[src/rtl/cyc_counter_pkg.sv]
package cyc_counter_pkg;
  localparam int unsigned CNT_W_DEF = 64;
  localparam int unsigned LO_W_DEF  = 32;
  localparam int unsigned PRE_W_DEF = 6;

  typedef enum logic {
    OVF_LOW  = 1'b0,
    OVF_FULL = 1'b1
  } ovf_sel_e;
endpackage

[src/rtl/cyc_gate.sv]
module cyc_gate (
  input  logic glob_en_i,
  input  logic cnt_en_i,
  input  logic prohibit_i,
  input  logic stop_on_prohibit_i,
  output logic run_o
);
  logic frozen;

  assign frozen = stop_on_prohibit_i & prohibit_i;
  assign run_o  = glob_en_i & cnt_en_i & ~frozen;
endmodule

[src/rtl/cyc_prescale.sv]
module cyc_prescale #(
  parameter int unsigned PRE_W = 6
) (
  input  logic clk_i,
  input  logic rst_ni,
  input  logic run_i,
  input  logic zero_i,
  input  logic bypass_i,
  output logic tick_o
);
  logic [PRE_W-1:0] pre_q;
  logic             last;

  assign last   = &pre_q;
  assign tick_o = run_i & ~zero_i & (bypass_i | last);

  always_ff @(posedge clk_i or negedge rst_ni) begin
    if (!rst_ni)     pre_q <= '0;
    else if (zero_i) pre_q <= '0;
    else if (run_i)  pre_q <= pre_q + 1'b1;
  end
endmodule

[src/rtl/cyc_count.sv]
module cyc_count
  import cyc_counter_pkg::*;
#(
  parameter int unsigned CNT_W = 64,
  parameter int unsigned LO_W  = 32
) (
  input  logic             clk_i,
  input  logic             rst_ni,
  input  logic             tick_i,
  input  logic             zero_i,
  input  logic             long_i,
  input  logic             clr_i,
  output logic [CNT_W-1:0] count_o,
  output logic             ovf_o
);
  logic [CNT_W-1:0] cnt_q;
  logic             ovf_q;
  logic             full_top;
  logic             low_top;
  logic             ovf_set;
  ovf_sel_e         sel;

  assign full_top = &cnt_q;

  generate
    if (LO_W >= CNT_W) begin : g_low_is_full
      assign low_top = full_top;
    end else begin : g_low_field
      assign low_top = &cnt_q[LO_W-1:0];
    end
  endgenerate

  assign sel     = long_i ? OVF_FULL : OVF_LOW;
  assign ovf_set = tick_i & ((sel == OVF_FULL) ? full_top : low_top);

  always_ff @(posedge clk_i or negedge rst_ni) begin
    if (!rst_ni)     cnt_q <= '0;
    else if (zero_i) cnt_q <= '0;
    else if (tick_i) cnt_q <= cnt_q + 1'b1;
  end

  // set wins over clear in the same cycle
  always_ff @(posedge clk_i or negedge rst_ni) begin
    if (!rst_ni) ovf_q <= 1'b0;
    else         ovf_q <= (ovf_q & ~clr_i) | ovf_set;
  end

  assign count_o = cnt_q;
  assign ovf_o   = ovf_q;
endmodule

[src/rtl/cyc_counter.sv]
module cyc_counter
  import cyc_counter_pkg::*;
#(
  parameter int unsigned CNT_W = CNT_W_DEF,
  parameter int unsigned LO_W  = LO_W_DEF,
  parameter int unsigned PRE_W = PRE_W_DEF
) (
  input  logic             clk_i,
  input  logic             rst_ni,
  input  logic             glob_en_i,
  input  logic             cnt_en_i,
  input  logic             prohibit_i,
  input  logic             stop_on_prohibit_i,
  input  logic             slow_i,
  input  logic             long_ovf_i,
  input  logic             zero_i,
  input  logic             ovf_clr_i,
  output logic [CNT_W-1:0] count_o,
  output logic             ovf_o
);
  logic run;
  logic tick;
  logic bypass;

  // long mode cancels the divider
  assign bypass = long_ovf_i | ~slow_i;

  cyc_gate u_gate (
    .glob_en_i          (glob_en_i),
    .cnt_en_i           (cnt_en_i),
    .prohibit_i         (prohibit_i),
    .stop_on_prohibit_i (stop_on_prohibit_i),
    .run_o              (run)
  );

  cyc_prescale #(.PRE_W(PRE_W)) u_pre (
    .clk_i    (clk_i),
    .rst_ni   (rst_ni),
    .run_i    (run),
    .zero_i   (zero_i),
    .bypass_i (bypass),
    .tick_o   (tick)
  );

  cyc_count #(.CNT_W(CNT_W), .LO_W(LO_W)) u_cnt (
    .clk_i   (clk_i),
    .rst_ni  (rst_ni),
    .tick_i  (tick),
    .zero_i  (zero_i),
    .long_i  (long_ovf_i),
    .clr_i   (ovf_clr_i),
    .count_o (count_o),
    .ovf_o   (ovf_o)
  );
endmodule

[config.mk]
export PLATFORM = sky130hd
export DESIGN_NAME = cyc_counter
export DESIGN_NICKNAME = d
export VERILOG_FILES = /design/src/rtl/cyc_counter_pkg.sv /design/src/rtl/cyc_gate.sv /design/src/rtl/cyc_prescale.sv /design/src/rtl/cyc_count.sv /design/src/rtl/cyc_counter.sv
export SDC_FILE = /design/constraint.sdc
export NUM_CORES = 1
export LEC_CHECK = 0
export ABC_AREA = 1
export BUFFER_PORTS_ARGS = -buffer_cell sky130_fd_sc_hd__buf_2
export CAP_MARGIN = 0
export CORE_MARGIN = 2
export CORE_UTILIZATION = 30
export DETAILED_ROUTE_END_ITERATION = 12
export SETUP_SLACK_MARGIN = 0.2
export SLEW_MARGIN = 40
export SYNTH_ARGS = -nofsm -noshare
export SYNTH_HDL_FRONTEND = slang
export SYNTH_HIERARCHICAL = 1
export SYNTH_SLANG_ARGS = --single-unit
[constraint.sdc]
create_clock -name clk_i -period 2.4 [get_ports clk_i]
set_input_delay 0.24 -clock clk_i [delete_from_list [all_inputs] [get_ports clk_i]]
set_output_delay 0.24 -clock clk_i [all_outputs]
set_load 0.02 [all_outputs]
==> impl_metrics.csv <==
group,metric,value,unit
drt,viasPerCell,4.84,
sta,worst_pin_slew,0.505,ns
critical_path,r2r_start,"u_pre/pre_q[0]$_DFFE_PN0P_",
grt,grt-ovfl-total,0,
logic_synthesis,ys_warn_count,6,
critical_path,startpoint_type,"flop",
cells_and_area,regArea,1780,um^2
critical_path,r2r_end,"u_cnt/count_o[29]$_DFFE_PN0P_",
die,io_pins,75,
cells_and_area,drive_above_1_share,21.4,%
hold_path,holdPathEnd,"u_cnt/ovf_o$_DFF_PN0_",
placed_design,preCtsSetupSlack,0.228,ns
critical_path,max_stage_delay,0.40,ns
sta,fin_crit,2.08,ns
sta,finalCritPeriodShare,86.8,%
clock_tree,clock_sink_count,71,
logic_synthesis,yosysMostFrequentCell,"nand2_1",
grt,grt_start_max_net_pins,48,
sta,hold_viol_final,0,
critical_path,path_buf_inv,0,
sta,max-slew-margin-rel,66.3,%
critical_path,cp-end-kind,"flop",
clock_tree,cts.clk_slew.worst_paths,0.06,ns
critical_path,path_class,"reg -> reg",
status,status,"complete, no violations",
sta,finalSetupViolations,0,
logic_synthesis,syn_inst,693,
clock_tree,tritoncts,"done",
cells_and_area,multi_input_area,2590,um^2
clock_tree,clk_latency,0.35,ns
critical_path,path_max_fanout,4,
drt,postRouteAntennaNets,0,
clock_tree,clockBufferDepth,2,
flow_run,drv_cap,0,
cells_and_area,final_nets,801,
logic_synthesis,ys_ff_latch,71,
clock_tree,htreeDepth,3,
logic_synthesis,ys_top_cells_by_area,"dfrtp_1 39%, nand2_1 15%, nor2_1 13%",
critical_path,worstPathRequired,2.64,ns
die,fp.dieH,128,um
placed_design,dp_hpwl,11.2,mm
drt,drc,0,
logic_synthesis,async_flop_share,100,%
hold_path,hold_depth,4,
sta,layout_setup_ws,0.316,ns
critical_path,cp_common_cell,"nor2_4",
critical_path,crit_path_cell_trace,"ha_2 > nand2_2 > nor2_2 > a21oi_1 > nor2_2 > nor2_4 > nor2_4 > nand2_4 > nor2_4 > nand2_2 > nor2_4 > nand3_1 > nand2_1 > nor2_1",
die,rows,45,
grt,antenna_found_initial,0,
critical_path,ff2ff_setup_slack,0.32,ns
drt,detail_route.wirelength,14.4,mm
placed_design,placed_area,5240,um^2
power,peakVddDrop,0.000305,V
sta,maxSlewViolCount,0,
logic_synthesis,syn-mean-instance-area,6.64,um^2
critical_path,worstPathArrival,2.32,ns
logic_synthesis,synth_top_area_share,38.6,%
sta,grt_setup_unrepaired,"false",
critical_path,crit_slowest_cell,"dfrtp_1",
sta,setup_tns,0,ns
cells_and_area,utilization,38.0,%
cells_and_area,final_area,5740,um^2
sta,finClkSkew,0.00855,ns
drt,drt-wirelength-per-cell,14.6,um
logic_synthesis,ys_top_cells_by_count,"184 x nand2_1, 160 x nor2_1, 71 x dfrtp_1, 71 x inv_1, 49 x nand3_1",
critical_path,cp_top_family,"simple AND/OR/NAND/NOR gates",
logic_synthesis,synth_edf_count,0,
hold_path,hold_path.class,"in -> reg",
critical_path,reg2regPathDepth,14,
die,start_util,30.5,%
grt,grt_pass1_vias,4349,
sta,fmax,480,MHz
cells_and_area,areaGrowthSynthToFinish,24.7,%
grt,track_usage,18.3,%
placed_design,dp.cells,956,
cells_and_area,antenna_cells,0,
cells_and_area,n_fill_cell,1660,
die,coreArea,15100,um^2
power,cellPowerDensity,491,nW/um^2
power,p_leak,2.63,nW
die,die_area,16300,um^2
logic_synthesis,netlist_area,4600,um^2
placed_design,gp_congestion,0.879,
sta,whs,0.138,ns
logic_synthesis,synth-seq-area-share,38.6,%
drt,vias,4749,
clock_tree,numCtsBuffers,9,
logic_synthesis,synth_cell_type_count,34,
cells_and_area,stdcell_count,981,
placed_design,io_buffers,74,
logic_synthesis,syn_nets,705,
hold_path,min_from,"ovf_clr_i",
power,power,2.82,mW
logic_synthesis,ys.flop_type,"dfrtp_1",
drt,dr.pass1.iters,5,
grt,grt_pass1_wl,23.0,mm
drt,drt_iter0_drc,413,
clock_tree,root_buffer,"clkbuf_16",
logic_synthesis,synth_top_cell_by_area,"dfrtp_1",
die,die_w,128,um
[sequential cells by signal, summed over array words and instances, names as in the netlist]
name and count:
u_pre/pre_q 6, u_cnt/ovf_o 1, u_cnt/count_o 64
[final cells by class]
type	instances	share of cell area, %
multi-input cells	538	45.2
clock buffers	12	4.65
clock inverters	3	1.13
inverters	78	5.19
well taps	188	4.10
repair buffers	91	8.77
flip-flops and latches	71	31.0
[where the power goes]
group | internal [mW] | switching [mW]
clock network | 0.987 | 0.521
logic | 0.0308 | 0.0740
registers | 1.20 | 0.00299
[worst max path at each step]
stage,from,endpoint,slack [ns],depth (start not counted)
after floorplan,u_pre/pre_q[0]$_DFFE_PN0P_,u_cnt/count_o[53]$_DFFE_PN0P_,0.43,14
after global placement,u_pre/pre_q[0]$_DFFE_PN0P_,u_cnt/count_o[53]$_DFFE_PN0P_,0.26,14
after detailed placement,u_pre/pre_q[0]$_DFFE_PN0P_,u_cnt/count_o[53]$_DFFE_PN0P_,0.23,14
after CTS,u_pre/pre_q[0]$_DFFE_PN0P_,u_cnt/count_o[58]$_DFFE_PN0P_,0.22,12
after global routing,u_pre/pre_q[0]$_DFFE_PN0P_,u_cnt/count_o[29]$_DFFE_PN0P_,0.16,14
final,u_pre/pre_q[0]$_DFFE_PN0P_,u_cnt/count_o[29]$_DFFE_PN0P_,0.32,14
[cells in the final DEF, fill, tap and decap left out, types with 2 or more instances in the layout]
cell | Yosys | layout
a21oi_1 | 30 | 30
a31oi_1 | 3 | 3
buf_2 | 0 | 73
buf_4 | 0 | 17
bufinv_16 | 0 | 2
clkbuf_16 | 0 | 9
clkbuf_8 | 0 | 3
dfrtp_1 | 71 | 71
inv_1 | 71 | 71
inv_2 | 5 | 4
inv_4 | 0 | 2
nand2_1 | 184 | 182
nand2_2 | 7 | 8
nand3_1 | 49 | 46
nand3_2 | 2 | 5
nand3_4 | 2 | 2
nand4_1 | 21 | 21
nor2_1 | 160 | 150
nor2_2 | 15 | 20
nor2_4 | 12 | 17
nor3_1 | 14 | 12
nor3_2 | 1 | 3
nor3b_1 | 4 | 4
o21ai_0 | 19 | 19
o21ai_1 | 3 | 3
[routing by layer]
layer	track usage [%]	share of wire [%]	wire, um
met4	5.11	1.6	236
met2	28.7	46	6590
met5	0	0	0
met3	4.72	7.5	1080
met1	25.1	45	6460
[worst min-delay path: stages]
cell and delay, ns:
buf_2 0.08, inv_1 0.03, nand2_1 0.05, nand2_1 0.05
[what timing repair did]
| action | in CTS | in global routing |
|---|---|---|
| hold buffers | 1 | 0 |
| endpoints found under the hold margin | 34 | 0 |
| buffers inserted | 0 | 9 |
| resized for setup | 0 | 26 |
| setup endpoints to repair | 0 | 48 |
[logic make-up (layout without fill, tap and decap cells)]
group                    after synthesis  after routing  share of synthesized area (%)
flip-flops                            71             71                           38.6
adder cells (fa/ha/maj)                2              2                          0.544
XOR/XNOR                               1              1                          0.190
AND/OR/NAND/NOR                      475            475                           46.8
buffers and inverters                 84            184                           6.91
AO/OA/AOI/OAI                         60             60                           6.94
Note: power is estimated with default switching activity, not from simulation.
